===== src/rtl/duart_pkg.sv =====
// Package: shared types and register offsets for the two-channel serial port.
// Assumes 8-bit register offsets on a 32-bit data bus.
package duart_pkg;

    localparam logic [7:0] OFS_DATA_A = 8'hE0;
    localparam logic [7:0] OFS_DATA_B = 8'hE4;
    localparam logic [7:0] OFS_STAT   = 8'hE8;
    localparam int         CH_SHIFT   = 16;   // channel B field offset in the status word
    localparam int         CLR_BIT    = 7;    // clear bit inside a channel field
    localparam int         FRAME_BITS = 11;   // start + 8 data + parity + stop

    // Per-channel status field, bit 0 at the right.
    typedef struct packed {
        logic clr;        // bit 7: write-only clear, reads 0
        logic ovr;        // bit 6
        logic par;        // bit 5
        logic frm;        // bit 4
        logic rsv;        // bit 3
        logic hold_empty; // bit 2
        logic shft_empty; // bit 1
        logic rdy;        // bit 0
    } chan_stat_t;

    typedef enum logic [2:0] {
        RX_IDLE, RX_START, RX_DATA, RX_PAR, RX_STOP, RX_WAITHI
    } rx_state_t;

endpackage


===== src/rtl/duart_tx.sv =====
// Module: transmitter with a one-byte holding register feeding a frame shifter.
// Assumes CLK_DIV >= 4. A write while the holding register is full overwrites it.
module duart_tx #(
    parameter int CLK_DIV    = 8,
    parameter bit PARITY_ODD = 1'b0
) (
    input  logic       clk,
    input  logic       rst_n,
    input  logic       wr_en,
    input  logic [7:0] wr_byte,
    output logic       ser_tx,
    output logic       hold_empty,
    output logic       shft_empty,
    output logic       xfer
);
    import duart_pkg::*;
    localparam int CW = $clog2(CLK_DIV);
    localparam int BW = $clog2(FRAME_BITS + 1);

    logic [7:0]            hold_q;
    logic                  hold_empty_q;
    logic                  busy_q;
    logic [FRAME_BITS-1:0] shreg_q;
    logic [BW-1:0]         bits_q;
    logic [CW-1:0]         baud_q;
    logic                  load;

    assign load = !hold_empty_q && !busy_q;

    // Holding register: filled by the bus, emptied by a load into the shifter.
    always_ff @(posedge clk) begin
        if (!rst_n) begin
            hold_q       <= '0;
            hold_empty_q <= 1'b1;
        end else if (wr_en) begin
            hold_q       <= wr_byte;
            hold_empty_q <= 1'b0;
        end else if (load) begin
            hold_empty_q <= 1'b1;
        end
    end

    // Frame shifter: emits one frame bit every CLK_DIV cycles.
    always_ff @(posedge clk) begin
        if (!rst_n) begin
            busy_q  <= 1'b0;
            shreg_q <= '1;
            bits_q  <= '0;
            baud_q  <= '0;
        end else if (load) begin
            busy_q  <= 1'b1;
            shreg_q <= {1'b1, (^hold_q) ^ PARITY_ODD, hold_q, 1'b0};
            bits_q  <= BW'(FRAME_BITS);
            baud_q  <= CW'(CLK_DIV - 1);
        end else if (busy_q) begin
            if (baud_q == '0) begin
                baud_q  <= CW'(CLK_DIV - 1);
                shreg_q <= {1'b1, shreg_q[FRAME_BITS-1:1]};
                bits_q  <= bits_q - 1'b1;
                if (bits_q == BW'(1)) busy_q <= 1'b0;
            end else begin
                baud_q <= baud_q - 1'b1;
            end
        end
    end

    assign ser_tx     = busy_q ? shreg_q[0] : 1'b1;
    assign hold_empty = hold_empty_q;
    assign shft_empty = !busy_q;
    assign xfer       = load;


    shift_start_needs_byte_chk: assert property (@(posedge clk) disable iff (!rst_n)
        $rose(busy_q) |-> $past(!hold_empty_q));

    idle_line_high_chk: assert property (@(posedge clk) disable iff (!rst_n)
        $fell(busy_q) |-> ser_tx);
endmodule


===== src/rtl/duart_rx.sv =====
// Module: receiver that samples each bit at mid-bit and checks stop and parity.
// Assumes CLK_DIV >= 4. After a low stop bit it waits for the line to go high.
module duart_rx #(
    parameter int CLK_DIV    = 8,
    parameter bit PARITY_ODD = 1'b0
) (
    input  logic       clk,
    input  logic       rst_n,
    input  logic       ser_rx,
    output logic       done,
    output logic [7:0] rx_byte,
    output logic       frm_err,
    output logic       par_err
);
    import duart_pkg::*;
    localparam int CW = $clog2(CLK_DIV);

    logic            s1_q, s2_q;
    rx_state_t       st_q;
    logic [CW-1:0]   baud_q;
    logic [2:0]      bitn_q;
    logic [7:0]      sh_q;
    logic            pbit_q;

    // Two-stage synchroniser for the asynchronous serial input.
    always_ff @(posedge clk) begin
        if (!rst_n) begin
            s1_q <= 1'b1;
            s2_q <= 1'b1;
        end else begin
            s1_q <= ser_rx;
            s2_q <= s1_q;
        end
    end

    // Frame state machine: start check, data, parity, stop, result.
    always_ff @(posedge clk) begin
        if (!rst_n) begin
            st_q    <= RX_IDLE;
            baud_q  <= '0;
            bitn_q  <= '0;
            sh_q    <= '0;
            pbit_q  <= 1'b0;
            done    <= 1'b0;
            rx_byte <= '0;
            frm_err <= 1'b0;
            par_err <= 1'b0;
        end else begin
            done <= 1'b0;
            unique case (st_q)
                RX_IDLE: if (!s2_q) begin
                    st_q   <= RX_START;
                    baud_q <= CW'(CLK_DIV / 2 - 1);
                end
                RX_START: if (baud_q == '0) begin
                    baud_q <= CW'(CLK_DIV - 1);
                    bitn_q <= '0;
                    st_q   <= s2_q ? RX_IDLE : RX_DATA;
                end else baud_q <= baud_q - 1'b1;
                RX_DATA: if (baud_q == '0) begin
                    baud_q <= CW'(CLK_DIV - 1);
                    sh_q   <= {s2_q, sh_q[7:1]};
                    bitn_q <= bitn_q + 1'b1;
                    if (bitn_q == 3'd7) st_q <= RX_PAR;
                end else baud_q <= baud_q - 1'b1;
                RX_PAR: if (baud_q == '0) begin
                    baud_q <= CW'(CLK_DIV - 1);
                    pbit_q <= s2_q;
                    st_q   <= RX_STOP;
                end else baud_q <= baud_q - 1'b1;
                RX_STOP: if (baud_q == '0) begin
                    done    <= 1'b1;
                    rx_byte <= sh_q;
                    frm_err <= !s2_q;
                    par_err <= ((^sh_q) ^ pbit_q) != PARITY_ODD;
                    st_q    <= s2_q ? RX_IDLE : RX_WAITHI;
                end else baud_q <= baud_q - 1'b1;
                RX_WAITHI: if (s2_q) st_q <= RX_IDLE;
                default: st_q <= RX_IDLE;
            endcase
        end
    end


    result_from_stop_chk: assert property (@(posedge clk) disable iff (!rst_n)
        done |-> $past(st_q == RX_STOP));
endmodule


===== src/rtl/duart_chan.sv =====
// Module: one channel, with transmitter, receiver, receive buffer and latched faults.
// Assumes data_rd is a one-cycle strobe per bus read. A new fault wins over a clear in the same cycle.
module duart_chan #(
    parameter int CLK_DIV    = 8,
    parameter bit PARITY_ODD = 1'b0
) (
    input  logic                   clk,
    input  logic                   rst_n,
    input  logic                   data_wr,
    input  logic                   data_rd,
    input  logic [7:0]             wdata,
    input  logic                   clr_err,
    input  logic                   ser_rx,
    output logic                   ser_tx,
    output logic [7:0]             rbuf,
    output duart_pkg::chan_stat_t  stat,
    output logic                   evt,
    output logic                   rx_evt,
    output logic                   err
);
    logic       hold_empty, shft_empty, xfer;
    logic       rx_done, rx_frm, rx_par;
    logic [7:0] rx_byte;
    logic       rdy_q, frm_q, par_q, ovr_q;

    duart_tx #(.CLK_DIV(CLK_DIV), .PARITY_ODD(PARITY_ODD)) tx_i (
        .clk(clk), .rst_n(rst_n), .wr_en(data_wr), .wr_byte(wdata),
        .ser_tx(ser_tx), .hold_empty(hold_empty), .shft_empty(shft_empty), .xfer(xfer)
    );

    duart_rx #(.CLK_DIV(CLK_DIV), .PARITY_ODD(PARITY_ODD)) rx_i (
        .clk(clk), .rst_n(rst_n), .ser_rx(ser_rx), .done(rx_done),
        .rx_byte(rx_byte), .frm_err(rx_frm), .par_err(rx_par)
    );

    // Receive buffer and data-ready flag; a read consumes the byte.
    always_ff @(posedge clk) begin
        if (!rst_n) begin
            rbuf  <= '0;
            rdy_q <= 1'b0;
        end else if (rx_done) begin
            rbuf  <= rx_byte;
            rdy_q <= 1'b1;
        end else if (data_rd) begin
            rdy_q <= 1'b0;
        end
    end

    // Latched fault flags: cleared by the clear bit, set by a finished frame.
    always_ff @(posedge clk) begin
        if (!rst_n) begin
            frm_q <= 1'b0;
            par_q <= 1'b0;
            ovr_q <= 1'b0;
        end else begin
            frm_q <= (frm_q && !clr_err) || (rx_done && rx_frm);
            par_q <= (par_q && !clr_err) || (rx_done && rx_par);
            ovr_q <= (ovr_q && !clr_err) || (rx_done && rdy_q && !data_rd);
        end
    end

    assign stat   = '{clr: 1'b0, ovr: ovr_q, par: par_q, frm: frm_q, rsv: 1'b0,
                      hold_empty: hold_empty, shft_empty: shft_empty, rdy: rdy_q};
    assign evt    = rx_done || xfer;
    assign rx_evt = rx_done;
    assign err    = frm_q || par_q || ovr_q;


    byte_sets_ready_chk: assert property (@(posedge clk) disable iff (!rst_n)
        rx_done |=> rdy_q);

    overrun_needs_ready_chk: assert property (@(posedge clk) disable iff (!rst_n)
        $rose(ovr_q) |-> $past(rdy_q));

    clear_empties_faults_chk: assert property (@(posedge clk) disable iff (!rst_n)
        (clr_err && !rx_done) |=> !(frm_q || par_q || ovr_q));

    hold_fill_by_write_chk: assert property (@(posedge clk) disable iff (!rst_n)
        $fell(hold_empty) |-> $past(data_wr));
endmodule


===== src/rtl/duart_top.sv =====
// Module: register decode and status word packing for two serial channels.
// Assumes single-cycle wr/rd strobes. Read data is combinational on reg_addr.
module duart_top #(
    parameter int CLK_DIV    = 8,
    parameter bit PARITY_ODD = 1'b0
) (
    input  logic        clk,
    input  logic        rst_n,
    input  logic [7:0]  reg_addr,
    input  logic        reg_wr,
    input  logic        reg_rd,
    input  logic [31:0] reg_wdata,
    output logic [31:0] reg_rdata,
    input  logic        ser_rx_a,
    output logic        ser_tx_a,
    input  logic        ser_rx_b,
    output logic        ser_tx_b,
    output logic        irq_a,
    output logic        irq_b,
    output logic        irq_err
);
    import duart_pkg::*;
    localparam int NCH = 2;

    logic [NCH-1:0]  rx_v, tx_v, evt_v, rxevt_v, err_v, sel_v;
    logic [7:0]      rbuf_v [NCH];
    chan_stat_t      stat_v [NCH];
    logic            sel_st;
    logic [31:0]     stat_word;

    assign rx_v     = {ser_rx_b, ser_rx_a};
    assign sel_v[0] = (reg_addr == OFS_DATA_A);
    assign sel_v[1] = (reg_addr == OFS_DATA_B);
    assign sel_st   = (reg_addr == OFS_STAT);

    for (genvar c = 0; c < NCH; c++) begin : g_ch
        duart_chan #(.CLK_DIV(CLK_DIV), .PARITY_ODD(PARITY_ODD)) chan_i (
            .clk(clk), .rst_n(rst_n),
            .data_wr(reg_wr && sel_v[c]),
            .data_rd(reg_rd && sel_v[c]),
            .wdata(reg_wdata[7:0]),
            .clr_err(reg_wr && sel_st && reg_wdata[c*CH_SHIFT + CLR_BIT]),
            .ser_rx(rx_v[c]), .ser_tx(tx_v[c]),
            .rbuf(rbuf_v[c]), .stat(stat_v[c]),
            .evt(evt_v[c]), .rx_evt(rxevt_v[c]), .err(err_v[c])
        );
    end

    assign stat_word = {8'h00, stat_v[1], 8'h00, stat_v[0]};

    // Read mux: data registers, status word, zero elsewhere.
    always_comb begin
        if (sel_v[0])      reg_rdata = {24'h0, rbuf_v[0]};
        else if (sel_v[1]) reg_rdata = {24'h0, rbuf_v[1]};
        else if (sel_st)   reg_rdata = stat_word;
        else               reg_rdata = '0;
    end

    assign ser_tx_a = tx_v[0];
    assign ser_tx_b = tx_v[1];
    assign irq_a    = evt_v[0];
    assign irq_b    = evt_v[1];
    assign irq_err  = |err_v;


    err_rises_on_frame_chk: assert property (@(posedge clk) disable iff (!rst_n)
        $rose(irq_err) |-> $past(|rxevt_v));
endmodule


===== config.mk =====
export PLATFORM = sky130hd
export DESIGN_NAME = duart_top
export DESIGN_NICKNAME = d
export VERILOG_FILES = /design/src/rtl/duart_pkg.sv /design/src/rtl/duart_tx.sv /design/src/rtl/duart_rx.sv /design/src/rtl/duart_chan.sv /design/src/rtl/duart_top.sv
export SDC_FILE = /design/constraint.sdc
export NUM_CORES = 1
export LEC_CHECK = 0
export CORE_MARGIN = 2
export CORE_UTILIZATION = 47
export DETAILED_ROUTE_END_ITERATION = 8
export PLACE_DENSITY = 0.78
export REMOVE_ABC_BUFFERS = 1
export SLEW_MARGIN = 0
export SYNTH_ARGS = -nofsm -noshare
export SYNTH_HDL_FRONTEND = slang
export SYNTH_SLANG_ARGS = --single-unit

===== constraint.sdc =====
create_clock -name clk -period 2.6 [get_ports clk]
set_input_delay 0.52 -clock clk [delete_from_list [all_inputs] [get_ports clk]]
set_output_delay 0.52 -clock clk [all_outputs]
set_load 0.01 [all_outputs]

# Word level (Yosys, flattened, before mapping)
# Index checks and enable logic that the tools add are counted.
dict set report classes {
  n_bitwise 3
  n_mux 75
  n_reduce_logical 90
  eq_ne 33
  n_addsub 8
}
# cell n
set ops {}
lappend ops {{$mux W3} 32}
lappend ops {{$mux W23} 3}
lappend ops {{$mux W10} 6}
lappend ops {{$pmux W3 S6} 2}
lappend ops {{$ne A2 B2 Y1 const B} 16}
lappend ops {{$reduce_xor A8 Y1} 4}
lappend ops {{$eq A8 B8 Y1 const B} 3}
lappend ops {{$mux W4} 6}
lappend ops {{$reduce_and A2 Y1} 12}
lappend ops {{$logic_and A1 B1 Y1} 23}
lappend ops {{$mux W1} 20}
lappend ops {{$reduce_bool A2 Y1} 10}
lappend ops {{$eq A3 B3 Y1 const B} 6}
lappend ops {{$logic_not A3 Y1} 6}
lappend ops {{$pmux W3 S3} 2}
lappend ops {{$reduce_and A7 Y1} 2}
lappend ops {{$eq A3 B2 Y1 const B} 4}
lappend ops {{$logic_or A1 B1 Y1} 12}
lappend ops {{$pmux W3 S2} 2}
lappend ops {{$reduce_and A3 Y1} 4}
lappend ops {{$sub A3 B1 Y3 const B} 4}
lappend ops {{$logic_not A1 Y1} 10}
lappend ops {{$eq A4 B1 Y1 const B} 2}
lappend ops {{$sub A4 B1 Y4 const B} 2}
lappend ops {{8 further kinds} 16}
dict set report word_totals {
  out_inout_bits 37
  register_bits 140
  wordCells 255
  in_bits 46
}

# Depth between registers and ports, before layout
dict set report depth {
  depth_word 6
  depth_mapped 9
  ltp_nobuf 7
}

# Modules after synthesis
# Synthesis repeated with hierarchy kept, for this count alone.
dict set report hier_totals {
  hier_cells 747
  area_unflattened_um2 6946.7
}
# mod seq_area_each_um2 area_per_inst_um2 n_inst cells_each
set by_module_without_submodules {}
lappend by_module_without_submodules {duart_tx 540.5 1196.1 2 125}
lappend by_module_without_submodules {{duart_rx (g_ch[1].chan_i.rx_i)} 620.6 1535.2 1 162}
lappend by_module_without_submodules {{duart_rx (g_ch[0].chan_i.rx_i)} 620.6 1401.3 1 155}
lappend by_module_without_submodules {duart_chan 240.2 548.0 2 52}
lappend by_module_without_submodules {duart_top 0.0 521.8 1 76}

# Worst setup path after synthesis
# No wires, ideal clock.
dict set report synth_path {
  kind {input to output}
  startpoint {input port reg_addr[1]}
  endpoint {output port reg_rdata[17]}
  arrival_time_ns 1.756
  slack_ns 0.324
  path_buffers 1
  stages 5
  t_required_ns 2.080
  cell_sequence {nor4b_2 > nand3_2 > clkbuf_1 > nor3b_1 > nor2b_1}
}
dict set report synth_between {
  elab_chain_cells 4
  elab_cells_between_ends 6
  cone_classes {3 x eq/ne; 3 x mux}
}
# element line
set synth_rtl {}
lappend synth_rtl {{from (decl)} duart_top.sv:9} ;# input logic [7:0] reg_addr,
lappend synth_rtl {{$eq A8 B8 Y1} duart_top.sv:34} ;# assign sel_st = (reg_addr == OFS_STAT);
lappend synth_rtl {{$mux W23} duart_top.sv:55} ;# else if (sel_st) reg_rdata = stat_word;
lappend synth_rtl {{$mux W23} duart_top.sv:54} ;# else if (sel_v[1]) reg_rdata = {24'h0, rbuf_v[1]};
lappend synth_rtl {{$mux W23 *} duart_top.sv:53} ;# if (sel_v[0]) reg_rdata = {24'h0, rbuf_v[0]};
lappend synth_rtl {{to (decl)} duart_top.sv:13} ;# output logic [31:0] reg_rdata,
# Every way passes the cells marked *; elsewhere a longest branch is shown, timed or not.

# Final worst setup path
dict set report layout_path {
  startpoint {input port reg_addr[2]}
  endpoint {output port reg_rdata[2]}
}
# Same word-level chain as after synthesis.

==> impl_metrics.csv <==
group,metric,value,unit
status,status,"finished clean",
power_and_ir_drop,p_per_area,621,nW/um^2
drt,drc,0,
sta,finalSetupViolCount,0,
sta,worstMarginPinSlew,523,ps
global_routing,grt_antenna_before_repair,0,
drt,firstDrtPassIters,5,
critical_path,critPathKind,"primary input to output pin",
synthesis,synth_edf_count,0,
clocking,clockBufferDepth,2,
place,io_buffers,41,
sta,whs,417,ps
critical_path,cp.arrival,2000,ps
worst_hold_path,worstHoldStart,"g_ch[0].chan_i.rx_i.s1_q",
synthesis,ys_seq_area_frac,0.435,
layout,register_area,2800,um^2
die,dieArea,14700,um^2
layout,postLayoutCellArea,7650,um^2
global_routing,overflow,0,
worst_hold_path,hold_depth,1,
synthesis,yosys.area_share.simple,0.213,
critical_path,required,2080,ps
clocking,cts_max_level,4,
die,ioPinCount,83,
synthesis,synthFlopType,"dfxtp_1",
critical_path,worst_r2r_endpoint,"g_ch[0].chan_i.rx_i.sh_q[0]",
place,dp.cells,931,
layout,nets,840,
sta,rsz0062_at_grt,"false",
sta,fmax,396,MHz
power_and_ir_drop,peakVddDrop,457,uV
layout,fillers,1187,
synthesis,synth.cell_area,6450,um^2
place,place_area,7010,um^2
sta,finalWorstSetupSlack,76.2,ps
critical_path,r2r-start,"g_ch[0].chan_i.rx_i.baud_q[0]",
layout,drive_gt1_frac,0.103,
critical_path,ff2ff_path_depth,8,
sta,fin_skew,3.62,ps
synthesis,synth.area.mux_share,0.116,
critical_path,r2r_slack,560,ps
power_and_ir_drop,power_leakage,3.32,nW
synthesis,synth_seq_cells,140,
job,maxCapViolations,0,
drt,wl_per_cell,13.6,um
place,dp_slack,-416,ps
global_routing,grt_pass1_vias,4706,
sta,finalHoldViolCount,0,
synthesis,async_flop_share,0,
place,gp_congestion,0.815,
die,row_count,42,
global_routing,grt_max_degree,75,
clocking,root_buffer,"clkbuf_16",
die,fp.dieH,121,um
critical_path,worstPathMaxFanout,6,
clocking,cts_tree,"built",
clocking,cts_buffers,17,
power_and_ir_drop,power,4.75,mW
synthesis,yosysTopAreaCell,"dfxtp_1",
synthesis,synthXorXnorAreaFrac,0.0532,
die,core_area,13300,um^2
die,start_util,0.485,
layout,final_common_cell,"dfxtp_1",
place,dp_hpwl,8.71,mm
drt,first_iter_violations,470,
worst_hold_path,holdCritPathClass,"register to register",
synthesis,yosysWarnings,0,
drt,ant_nets,0,
clocking,insertion_delay,420,ps
clocking,clk_pin_slew,50,ps
drt,wirelength,13.1,mm
synthesis,yosys.area.top_type_share,0.435,
critical_path,startpoint_type,"primary input",
critical_path,crit_path_end_kind,"output pin",
synthesis,synth_adder_area_share,0.0310,
die,die_x,121,um
synthesis,synth_top_family_by_area,"simple AND/OR/NAND/NOR gates",
global_routing,grt_pass1_wl,22.0,mm
clocking,ctsHoldBuffers,0,
worst_hold_path,hold_path_end,"g_ch[0].chan_i.rx_i.s2_q",
sta,relSlewSlack,0.651,
synthesis,synth_cell_type_count,52,
global_routing,grtUsageTotal,0.188,
sta,post-route-period-util,0.971,
layout,diodes,0,
layout,final_cell_mix,"dfxtp_1, nor2_1, mux2i_1, nand2_1, o21ai_0",
layout,fin_cells,966,
layout,multi_input_area,3380,um^2
sta,drv_slew,0,
synthesis,avgSynthCellArea,8.74,um^2
drt,vias,4983,
synthesis,netlist_instances,738,
synthesis,synth.top_cells.by_area,"dfxtp_1, mux2i_1, nor2_1",
layout,areaGrowthSynthToFinish,18.6,%
drt,via_per_inst,5.16,
synthesis,synth_compound_area_frac,0.0941,
clocking,clock_sinks,140,
sta,period_minus_slack,2520,ps
## cells by family (layout without fill, tap and decap cells)
logic type	count (synthesis)	count (layout)
adder cells (fa/ha/maj)	16	16
other	1	18
buffers and inverters	78	113
AO/OA/AOI/OAI	96	96
XOR/XNOR	36	36
AND/OR/NAND/NOR	296	296
multiplexers	75	75
flip-flops	140	140
## cell type report
class	count	area share
sequential	140	0.367
inverter	14	0.00687
timing repair buffer	68	0.0808
clock inverter	12	0.0160
clock buffer	19	0.0592
tap	176	0.0288
multi-input combinational	537	0.442
## synthesized netlist by cell type, types with 11 or more instances
master / n
buf_4: 19
nand2b_1: 13
inv_1: 13
xnor2_1: 26
and3_1: 16
nor2_1: 128
a21oi_1: 23
o21ai_0: 32
nor2b_1: 11
mux2i_1: 75
nor3_1: 16
clkbuf_1: 40
ha_1: 16
dfxtp_1: 140
nand2_1: 66
and2_1: 12
## where the power goes
group / internal (mW) / leakage, nW / total (mW) / switching, mW
clock network: 1.45 / 0.284 / 2.33 / 0.883
registers: 2.16 / 1.13 / 2.18 / 0.0152
logic: 0.101 / 1.91 / 0.248 / 0.147
## sequential cells by signal (all words and copies together) (netlist names), 6 cells and up
register and cells:
g_ch.chan_i.tx_i.shreg_q 20, g_ch.chan_i.rbuf 16, g_ch.chan_i.rx_i.rx_byte 16, g_ch.chan_i.rx_i.sh_q 16, g_ch.chan_i.tx_i.hold_q 16, g_ch.chan_i.tx_i.bits_q 8
g_ch.chan_i.rx_i.baud_q 6, g_ch.chan_i.rx_i.bitn_q 6, g_ch.chan_i.rx_i.st_q 6, g_ch.chan_i.tx_i.baud_q 6
## metal layers
layer | GRT usage | part of all wire | up-vias
li1 | - | - | 2537
met1 | 0.245 | 0.47 | 2306
met2 | 0.289 | 0.45 | 123
met3 | 0.0573 | 0.061 | 17
met4 | 0.0797 | 0.017 | 0
met5 | 0 | 0 | -
## critical path, cell delays in order
cell,delay (ps)
clkdlybuf4s50_1,500
nor2b_1,190
buf_4,160
a21oi_1,250
nor2_1,90
dlygate4sd2_1,290
## how the worst max path moves through the flow
stage,start,end,slack (ps),cells past startpoint
floorplan,reg_addr[1],g_ch[0].chan_i.tx_i.hold_q[0],410,5
global placement,reg_addr[1],reg_rdata[17],-360,7
detailed placement,reg_addr[1],reg_rdata[17],-420,7
CTS,reg_addr[0],reg_rdata[17],10,8
global route,reg_addr[2],reg_rdata[2],20,6
finish,reg_addr[2],reg_rdata[2],80,6
## through the flow
step / TNS (ps) / util
floorplan: 0 / -
global placement: -3740 / 0.527
detailed placement: -4220 / 0.527
CTS: 0 / 0.571
global route: 0 / 0.575
finish: 0 / 0.575
## timing repair
action / in CTS / in global routing
cloned: 0 / 1
setup endpoints to repair: 14 / 14
pin swaps: 3 / 3
gates resized for setup: 42 / 10
buffers inserted: 2 / 1
No activity file was read; power rests on OpenSTA's default activity.
